$ cat src/rtl/srb_pkg.sv
`timescale 1ns/1ps
package srb_pkg;
  typedef enum logic [3:0] {
    OP_RLC  = 4'd0,
    OP_RRC  = 4'd1,
    OP_RL   = 4'd2,
    OP_RR   = 4'd3,
    OP_SLA  = 4'd4,
    OP_SRA  = 4'd5,
    OP_SLS  = 4'd6,
    OP_SRL  = 4'd7,
    OP_BIT  = 4'd8,
    OP_RES  = 4'd9,
    OP_SET  = 4'd10,
    OP_RRCA = 4'd11
  } srb_op_e;

  typedef enum logic [1:0] {
    AM_REG  = 2'd0,
    AM_HL   = 2'd1,
    AM_IDX  = 2'd2,
    AM_REG2 = 2'd3
  } srb_amode_e;

  localparam int FL_S = 7;
  localparam int FL_Z = 6;
  localparam int FL_Y = 5;
  localparam int FL_H = 4;
  localparam int FL_X = 3;
  localparam int FL_P = 2;
  localparam int FL_N = 1;
  localparam int FL_C = 0;
endpackage

$ cat src/rtl/srb_shift_core.sv
`timescale 1ns/1ps
module srb_shift_core
  import srb_pkg::*;
#(
  parameter int W = 8
) (
  input  logic [W-1:0] a,
  input  srb_op_e      op,
  input  logic         cin,
  output logic [W-1:0] res,
  output logic         cout
);
  always_comb begin
    res  = a;
    cout = cin;
    unique case (op)
      OP_RLC:          begin res = {a[W-2:0], a[W-1]};   cout = a[W-1]; end
      OP_RRC, OP_RRCA: begin res = {a[0], a[W-1:1]};     cout = a[0];   end
      OP_RL:           begin res = {a[W-2:0], cin};      cout = a[W-1]; end
      OP_RR:           begin res = {cin, a[W-1:1]};      cout = a[0];   end
      OP_SLA:          begin res = {a[W-2:0], 1'b0};     cout = a[W-1]; end
      OP_SRA:          begin res = {a[W-1], a[W-1:1]};   cout = a[0];   end
      OP_SLS:          begin res = {a[W-2:0], 1'b1};     cout = a[W-1]; end
      OP_SRL:          begin res = {1'b0, a[W-1:1]};     cout = a[0];   end
      default:         begin res = a;                    cout = cin;    end
    endcase
  end

  // Circular rotates keep the count of ones; rotates through carry keep it across the carry ring.
  always_comb begin
    if (op == OP_RLC || op == OP_RRC || op == OP_RRCA)
      p_rot_ones_r2: assert ($countones(res) == $countones(a));
    if (op == OP_RL || op == OP_RR)
      p_carry_ring_r3: assert ($countones(res) + int'(cout) == $countones(a) + int'(cin));
    if (op == OP_SLS)
      p_low_forced_r5: assert (res[0] == 1'b1);
  end
endmodule

$ cat src/rtl/srb_bit_core.sv
`timescale 1ns/1ps
module srb_bit_core
  import srb_pkg::*;
#(
  parameter int W  = 8,
  localparam int IW = $clog2(W)
) (
  input  logic [W-1:0]  a,
  input  srb_op_e       op,
  input  logic [IW-1:0] idx,
  output logic [W-1:0]  res,
  output logic          tested
);
  logic [W-1:0] hit;

  for (genvar i = 0; i < W; i++) begin : g_lane
    assign hit[i] = (idx == IW'(i));
    always_comb begin
      if (hit[i] && op == OP_SET)      res[i] = 1'b1;
      else if (hit[i] && op == OP_RES) res[i] = 1'b0;
      else                             res[i] = a[i];
    end
  end

  assign tested = |(a & hit);

  always_comb begin
    p_one_bit_touched_r10: assert ($countones(res ^ a) <= 1);
    if (op == OP_SET) p_set_lands_r10: assert (res[idx] == 1'b1);
    if (op == OP_RES) p_res_lands_r10: assert (res[idx] == 1'b0);
  end
endmodule

$ cat src/rtl/srb_addr_gen.sv
`timescale 1ns/1ps
module srb_addr_gen
  import srb_pkg::*;
#(
  parameter int AW = 16,
  parameter int DW = 8
) (
  input  srb_amode_e    mode,
  input  logic [AW-1:0] hl,
  input  logic [AW-1:0] base,
  input  logic [DW-1:0] disp,
  output logic [AW-1:0] addr,
  output logic          is_mem,
  output logic          is_idx
);
  logic [AW-1:0] disp_ext;
  assign disp_ext = {{(AW-DW){disp[DW-1]}}, disp};

  always_comb begin
    unique case (mode)
      AM_HL:   begin addr = hl;              is_mem = 1'b1; is_idx = 1'b0; end
      AM_IDX:  begin addr = base + disp_ext; is_mem = 1'b1; is_idx = 1'b1; end
      default: begin addr = '0;              is_mem = 1'b0; is_idx = 1'b0; end
    endcase
  end

  always_comb begin
    if (mode == AM_IDX) p_idx_offset_r11: assert ((addr - base) == disp_ext);
    if (!is_mem) p_reg_zero_r11: assert (addr == '0);
  end
endmodule

$ cat src/rtl/srb_unit.sv
`timescale 1ns/1ps
module srb_unit
  import srb_pkg::*;
#(
  parameter int DW = 8,
  parameter int AW = 16,
  parameter int RW = 3,
  localparam int IW = $clog2(DW)
) (
  input  logic          clk,
  input  logic          rst_n,
  input  logic          in_valid,
  input  logic [3:0]    op_i,
  input  logic [IW-1:0] bit_i,
  input  logic [DW-1:0] operand_i,
  input  logic [7:0]    flags_i,
  input  logic [1:0]    amode_i,
  input  logic [AW-1:0] hl_i,
  input  logic [AW-1:0] xbase_i,
  input  logic [7:0]    disp_i,
  input  logic [7:0]    wz_hi_i,
  input  logic          copy_en_i,
  input  logic [RW-1:0] copy_reg_i,
  output logic          out_valid_o,
  output logic [DW-1:0] result_o,
  output logic [7:0]    flags_o,
  output logic [AW-1:0] addr_o,
  output logic          mem_wr_o,
  output logic          copy_we_o,
  output logic [RW-1:0] copy_reg_o
);
  // Reset: asserted asynchronously, released through two flops.
  logic [1:0] rst_q;
  logic       rst_sync_n;
  always_ff @(posedge clk or negedge rst_n) begin
    if (!rst_n) rst_q <= 2'b00;
    else        rst_q <= {rst_q[0], 1'b1};
  end
  assign rst_sync_n = rst_q[1];

  srb_op_e    op;
  srb_amode_e am;
  assign op = srb_op_e'(op_i);
  assign am = srb_amode_e'(amode_i);

  logic [DW-1:0] sh_res, bt_res;
  logic          sh_c, bt_hit;
  logic [AW-1:0] addr_d;
  logic          is_mem, is_idx;

  srb_shift_core #(.W(DW)) u_shift (
    .a(operand_i), .op(op), .cin(flags_i[FL_C]), .res(sh_res), .cout(sh_c)
  );

  srb_bit_core #(.W(DW)) u_bit (
    .a(operand_i), .op(op), .idx(bit_i), .res(bt_res), .tested(bt_hit)
  );

  srb_addr_gen #(.AW(AW), .DW(8)) u_addr (
    .mode(am), .hl(hl_i), .base(xbase_i), .disp(disp_i),
    .addr(addr_d), .is_mem(is_mem), .is_idx(is_idx)
  );

  // Next state
  logic [DW-1:0] res_d;
  logic [7:0]    flg_d;
  logic [7:0]    xy_src;
  logic          writes, mw_d, cw_d;

  always_comb begin
    res_d  = operand_i;
    flg_d  = flags_i;
    xy_src = operand_i[7:0];
    unique case (op)
      OP_RLC, OP_RRC, OP_RL, OP_RR, OP_SLA, OP_SRA, OP_SLS, OP_SRL: begin
        res_d       = sh_res;
        flg_d[FL_S] = sh_res[DW-1];
        flg_d[FL_Z] = (sh_res == '0);
        flg_d[FL_Y] = sh_res[5];
        flg_d[FL_H] = 1'b0;
        flg_d[FL_X] = sh_res[3];
        flg_d[FL_P] = ~^sh_res;
        flg_d[FL_N] = 1'b0;
        flg_d[FL_C] = sh_c;
      end
      OP_RRCA: begin
        res_d       = sh_res;
        flg_d[FL_Y] = sh_res[5];
        flg_d[FL_H] = 1'b0;
        flg_d[FL_X] = sh_res[3];
        flg_d[FL_N] = 1'b0;
        flg_d[FL_C] = sh_c;
      end
      OP_BIT: begin
        if (is_idx)      xy_src = addr_d[AW-1 -: 8];
        else if (is_mem) xy_src = wz_hi_i;
        flg_d[FL_S] = bt_hit && (bit_i == IW'(DW-1));
        flg_d[FL_Z] = ~bt_hit;
        flg_d[FL_P] = ~bt_hit;
        flg_d[FL_H] = 1'b1;
        flg_d[FL_N] = 1'b0;
        flg_d[FL_Y] = xy_src[5];
        flg_d[FL_X] = xy_src[3];
      end
      OP_RES, OP_SET: res_d = bt_res;
      default: res_d = operand_i;
    endcase
    writes = is_mem && (op != OP_BIT) && (op != OP_RRCA);
    mw_d   = in_valid && writes;
    cw_d   = in_valid && writes && is_idx && copy_en_i;
  end

  // Output register stage
  always_ff @(posedge clk or negedge rst_sync_n) begin
    if (!rst_sync_n) begin
      out_valid_o <= 1'b0;
      mem_wr_o    <= 1'b0;
      copy_we_o   <= 1'b0;
      result_o    <= '0;
      flags_o     <= '0;
      addr_o      <= '0;
      copy_reg_o  <= '0;
    end else begin
      out_valid_o <= in_valid;
      mem_wr_o    <= mw_d;
      copy_we_o   <= cw_d;
      if (in_valid) begin
        result_o   <= res_d;
        flags_o    <= flg_d;
        addr_o     <= addr_d;
        copy_reg_o <= copy_reg_i;
      end
    end
  end

  p_latency_r1: assert property (@(posedge clk) disable iff (!rst_sync_n)
    in_valid |=> out_valid_o);
  p_hold_r1: assert property (@(posedge clk) disable iff (!rst_sync_n)
    !in_valid |=> ($stable(result_o) && $stable(flags_o) && !mem_wr_o));
  p_copy_implies_write_r12: assert property (@(posedge clk) disable iff (!rst_sync_n)
    copy_we_o |-> (mem_wr_o && out_valid_o));
  p_bit_flags_r8: assert property (@(posedge clk) disable iff (!rst_sync_n)
    (out_valid_o && $past(op_i) == 4'(OP_BIT)) |->
      (flags_o[FL_P] == flags_o[FL_Z] && flags_o[FL_H] && !flags_o[FL_N]));
  p_setres_flags_r10: assert property (@(posedge clk) disable iff (!rst_sync_n)
    (out_valid_o && ($past(op_i) == 4'(OP_SET) || $past(op_i) == 4'(OP_RES))) |->
      (flags_o == $past(flags_i)));
  p_acc_keeps_szp_r7: assert property (@(posedge clk) disable iff (!rst_sync_n)
    (out_valid_o && $past(op_i) == 4'(OP_RRCA)) |->
      (flags_o[FL_S] == $past(flags_i[FL_S]) && flags_o[FL_Z] == $past(flags_i[FL_Z])
       && flags_o[FL_P] == $past(flags_i[FL_P])));
endmodule

$ cat config.mk
export PLATFORM = sky130hd
export DESIGN_NAME = srb_unit
export DESIGN_NICKNAME = d
export VERILOG_FILES = /design/src/rtl/srb_pkg.sv /design/src/rtl/srb_shift_core.sv /design/src/rtl/srb_bit_core.sv /design/src/rtl/srb_addr_gen.sv /design/src/rtl/srb_unit.sv
export SDC_FILE = /design/constraint.sdc
export NUM_CORES = 1
export LEC_CHECK = 0
export BUFFER_PORTS_ARGS = -buffer_cell sky130_fd_sc_hd__buf_2
export CAP_MARGIN = 20
export CORE_MARGIN = 1
export CORE_UTILIZATION = 23
export DETAILED_ROUTE_END_ITERATION = 16
export GPL_ROUTABILITY_DRIVEN = 0
export HOLD_SLACK_MARGIN = 0.06
export SLEW_MARGIN = 30
export SYNTH_ARGS = -nofsm -noshare
export SYNTH_HDL_FRONTEND = slang
export SYNTH_HIERARCHICAL = 1
export SYNTH_SLANG_ARGS = --single-unit
$ cat constraint.sdc
create_clock -name clk -period 1.18 [get_ports clk]
set_input_delay 0.118 -clock clk [delete_from_list [all_inputs] [get_ports clk]]
set_output_delay 0.118 -clock clk [all_outputs]
set_load 0.01 [all_outputs]
# [Word-level counts from Yosys, hierarchy flattened]
# Index checks and enable logic that the tools add are counted.
[totals] regBits=40 output_inout_bits=38
[op_classes] n_bitwise=2 add_sub_neg=1 eq_ne=22 n_mux=29 n_reduce_logical=35
[op_table] operator="8-bit case mux with 8 select lines" n=1
[op_table] operator="16-bit case mux with 2 select lines" n=1
[op_table] operator="1-bit logical AND" n=22
[op_table] operator="1-bit 2-to-1 mux" n=20
[op_table] operator="16-bit adder" n=1
[op_table] operator="4-bit by 3-bit == test with 1-bit output, second input constant" n=4
[op_table] operator="4-bit == test, second input constant" n=4
[op_table] operator="8-bit case mux with 2 select lines" n=1
[op_table] operator="8-bit OR reduction" n=2
[op_table] operator="3-bit == test, second input constant" n=4
[op_table] operator="6-bit 2-to-1 mux" n=2
[op_table] operator="10-bit OR reduction" n=1
[op_table] operator="9-bit OR reduction" n=1
[op_table] operator="8-bit AND" n=1
[op_table] operator="4-bit by 2-bit == test with 1-bit output, second input constant" n=2
[op_table] operator="8-bit logical NOT" n=1
[op_table] operator="4-bit != test, second input constant" n=2
[op_table] operator="8-bit XNOR reduction" n=1
[op_table] operator="3-bit by 2-bit == test with 1-bit output, second input constant" n=2
[op_table] operator="3-bit case mux with 2 select lines" n=1
[op_table] operator="2-bit OR reduction" n=3
[op_table] operator="5-bit OR reduction" n=1
[op_table] operator="4-bit by 1-bit == test with 1-bit output, second input constant" n=1
[op_table] operator="4-bit logical NOT" n=1
[op_table] operator="8 further kinds" n=9

# [Longest topological paths before layout]
[depth] depth_word=8 ltp_mapped=11 depth_no_buf=9

# [By module]
# The synthesis kept the hierarchy.
[by_module_without_submodules] module="srb_unit" seq_area_each_um2=1001.0 instances=1 area_each_um2=2023.2 cells_each=201
[by_module_without_submodules] module="srb_addr_gen" seq_area_each_um2=0.0 instances=1 area_each_um2=1112.3 cells_each=165
[by_module_without_submodules] module="srb_shift_core" seq_area_each_um2=0.0 instances=1 area_each_um2=316.6 cells_each=42
[by_module_without_submodules] module="srb_bit_core" seq_area_each_um2=0.0 instances=1 area_each_um2=242.7 cells_each=31

# [Least setup slack after synthesis]
# Ideal clock, no wire load.
[synth_timing] path_kind="input to register" from="input port xbase_i[0]" to="register addr_o[8]" path_stages=9 n_path_buf=0 t_arrival_ps=2052 slack_ps=-997 required_ps=1055 path_cell_list="ha_1 -> inv_1 -> fa_1 -> nor2b_4 -> o2111a_1 -> o311a_1 -> or3_1 -> a32o_1 -> mux2_2"
[synth_between] elab_chain_len=2
[synth_lines] item="from (decl)" line="srb_unit.sv:19" source="input logic [AW-1:0] xbase_i,"
[synth_lines] item="16-bit adder" line="srb_addr_gen.sv:22" source="AM_IDX: begin addr = base + disp_ext; is_mem = 1'b1; is_idx = 1'b1; end"
[synth_lines] item="16-bit case mux with 2 select lines" line="srb_addr_gen.sv:20" source="unique case (mode)"
[synth_lines] item="via addr_d[8]" line="srb_unit.sv:48" source="logic [AW-1:0] addr_d;"
[synth_lines] item="to (signal assigned)" line="srb_unit.sv:130" source="addr_o <= addr_d;"
[synth_lines] item="to (decl)" line="srb_unit.sv:27" source="output logic [AW-1:0] addr_o,"
# The timed path passes the listed nets, and every way through them passes these cells.
# A chain may end at the register's enable or synchronous reset.

# [Worst setup path in the final report]
# Ends and elaborated chain as after synthesis.

==> flow_summary_export.csv <==
group,metric,value,unit
worst_hold_path,holdPathEnd,"copy_reg_o[0]$_DFFE_PN0P_",
timing,hold_viol,0,
synth,yosysSeqAreaShare,27.1,%
power,powerDensity,883,nW/um^2
timing,slew_viol_final,0,
synth,syn_nets,541,
synth,synth_top_family_by_area,"compound AO/OA/AOI/OAI gates",
synth,synth_xor_area_share,2.13,%
drt,ant_nets,0,
finish,final-seq-area,1000,sq um
synth,synth_area,3690,sq um
synth,yosysWarnings,6,
critical_path,criticalPathCategory,"in2reg",
critical_path,r2r-end,"addr_o[8]$_DFFE_PN0P_",
clock_tree,cts_inserted_buffers,5,
worst_hold_path,hold_class,"in2reg",
die,coreArea,15400,sq um
clock_tree,cts_tree,"built",
clock_tree,cts_root_buf,"clkbuf_16",
worst_hold_path,hold_depth,2,
grt,grt_first_pass_wirelength,21.0,mm
critical_path,worst-path-max-fanout,2,
critical_path,crit_path_start_kind,"input pin",
critical_path,crit_required,1350,ps
job,maxCapViolations,0,
clock_tree,clkTransAtPathRegs,60,ps
grt,grt_overflow,0,
critical_path,cp.arrival,2090,ps
critical_path,cpMaxStageDelayCell,"or3_1",
drt,vias_per_cell,4.79,
die,initial_core_util,23.9,%
critical_path,worstRegToRegCells,1,
timing,setup_ws,-735,ps
placed_design,portBuffers,111,
synth,synth_edf_count,0,
synth,synth_area_per_cell,8.42,sq um
synth,synthFlopType,"dfrtp_1",
finish,design_area,6460,sq um
critical_path,r2r_slack,380,ps
status,status,"finished, violations left",
timing,min_period,1920,ps
drt,drt-initial-drc-count,155,
die,rows,45,
power,p_total,5700,uW
finish,multi_input_area,3140,sq um
clock_tree,cts_sinks,40,
timing,hold_ws,66.8,ps
drt,vias,4230,
worst_hold_path,hold_path.startpoint,"copy_reg_i[0]",
finish,final_nets,772,
synth,ys_seq_elements,40,
drt,drt_wl_total,13.3,mm
synth,synth_cells,439,
synth,synth_area_leaders,"dfrtp_1 27%, ha_1 7.1%, mux2_2 6.1%",
synth,synth_top_area_share,27.1,%
die,die_y,129,um
finish,fill_cells,1545,
drt,routedWlPerCell,15.0,um
die,die_x,129,um
synth,synth_compound_area_share,26.8,%
timing,setup_viol,27,
synth,synth_top_area_cell,"dfrtp_1",
grt,antenna_found_initial,2,
drt,route.detailed.drc,0,
critical_path,cp-end-kind,"flip-flop",
synth,ys_types,69,
critical_path,cp_cell_sequence,"buf_6 > ha_4 > inv_2 > fa_2 > nor2b_4 > o2111a_1 > o311a_1 > or3_1 > a32o_1 > mux2_4",
timing,period_share,162,%
synth,synthSimpleGateAreaFrac,18.7,%
critical_path,critPathBufInv,2,
finish,layout-drive-gt1-share,55.1,%
status,violations,"negative setup slack",
placed_design,place_hpwl,9.98,mm
critical_path,reg2reg_from,"addr_o[8]$_DFFE_PN0P_",
die,io_pins,118,
drt,dr.pass1.iters,4,
timing,fmax,0.522,GHz
power,leakage,0.00300,uW
clock_tree,cts_buffer_depth,2,
clock_tree,clock_latency,290,ps
grt,grt_max_degree,39,
power,vdd_drop_max,507,uV
grt,grt_usage,15.8,%
timing,rsz0062_at_grt,"yes",
finish,syn_to_final_growth,74.7,%
synth,synthAdderAreaFrac,7.65,%
synth,synth_mux_area_share,10.8,%
clock_tree,htree_levels,2,
critical_path,cpPeakStageDelay,350,ps
die,die_area,16600,sq um
synth,async_flop_share,100,%
timing,fin_skew,6.40,ps
critical_path,critPathTopFamily,"compound AO/OA/AOI/OAI gates",
placed_design,postPlaceCellArea,5470,sq um
grt,first_global_vias,4227,
[where the power goes]
group          internal, uW  total [uW]  switching, uW
clock                   995        1590            595
sequential             1520        1610           88.2
combinational          1320        2510           1190
total                  3830        5700           1870
[cells in the final DEF, fill, tap and decap left out, types with 5 or more instances in the layout]
master	instances
inv_1	16
nand2b_1	10
inv_2	9
a31oi_1	12
o21ai_1	16
mux2i_1	12
nor2_1	32
mux2_4	14
a21oi_1	14
clkbuf_16	5
o211ai_1	13
ha_4	15
a21oi_2	5
a22oi_1	6
mux2_2	6
o21ai_0	6
o31ai_2	6
nand2_1	55
ha_1	5
o21ai_2	11
buf_6	27
buf_2	101
buf_4	109
dfrtp_1	39
o2bb2ai_1	5
buf_12	5
[what timing repair did]
| item | CTS | global route |
|---|---|---|
| setup endpoints to repair | 27 | 31 |
| hold buffers | 3 | 0 |
| pin swaps | 69 | 46 |
| setup buffers | 16 | 7 |
| endpoints found under the hold margin | 4 | 0 |
| gates resized for setup | 86 | 45 |
[stage by stage]
step / setup TNS (ps) / cells / utilization, % / worst slack (ps)
after CTS: -10610 / 877 / 40.2 / -708
after global routing: -13180 / 883 / 41.8 / -800
after floorplan: -8660 / 439 / - / -881
final: -11110 / 883 / 41.8 / -735
after detailed placement: -21540 / 850 / 35.5 / -1050
after global placement: -20990 / 850 / 35.5 / -1020
[metal layers]
metal	up-vias	part of all wire [%]	GRT usage (%)
li1	2094	-	-
met1	2018	45	20.5
met2	101	49	28.0
met3	15	3.9	1.54
met4	2	1.4	4.15
met5	-	0.098	0
[kinds of logic after synthesis]
family,count (synthesis)
DFF,40
xor gates and xnor gates,9
other,1
muxes,34
AOI/OAI and AO/OA,142
buffers and inverters,48
adders and majority gates,22
and+or+nand+nor,143
[registers in the layout, indices dropped and copies added (netlist names)]
signal and flops:
addr_o 16, copy_reg_o 3, rst_q 2, flags_o 8, mem_wr_o 1, copy_we_o 1, result_o 8, out_valid_o 1
[cell usage after synthesis, drive strengths merged (4+ instances only)]
cell type,count
and3,5
a21o,6
nor2b,5
a31oi,12
a21oi,21
o211ai,13
o221a,8
dfrtp,40
xnor2,5
o21ai,35
nor3,6
mux2,20
o2bb2ai,7
o31ai,10
a22oi,6
buf,10
xor2,4
ha,21
mux2i,12
nand2,58
nand3,4
clkbuf,12
inv,25
nor2,33
nand2b,15
[final cells by class]
class	count	area share (%)
well taps	211	4.09
repair buffers	247	27.7
multi-input cells	351	48.6
clock inverters	3	0.659
diodes	1	0.0388
clock buffers	5	1.94
inverters	25	1.45
flip-flops and latches	40	15.5
[worst max path at each step]
stage / from / end / depth (start not counted)
after floorplan: xbase_i[0] / addr_o[8]$_DFFE_PN0P_ / 9
after global placement: xbase_i[0] / addr_o[8]$_DFFE_PN0P_ / 10
after detailed placement: xbase_i[0] / addr_o[8]$_DFFE_PN0P_ / 10
after CTS: xbase_i[0] / addr_o[8]$_DFFE_PN0P_ / 10
after global routing: xbase_i[0] / addr_o[8]$_DFFE_PN0P_ / 10
final: xbase_i[0] / addr_o[8]$_DFFE_PN0P_ / 10
No activity file was read; power rests on OpenSTA's default activity.
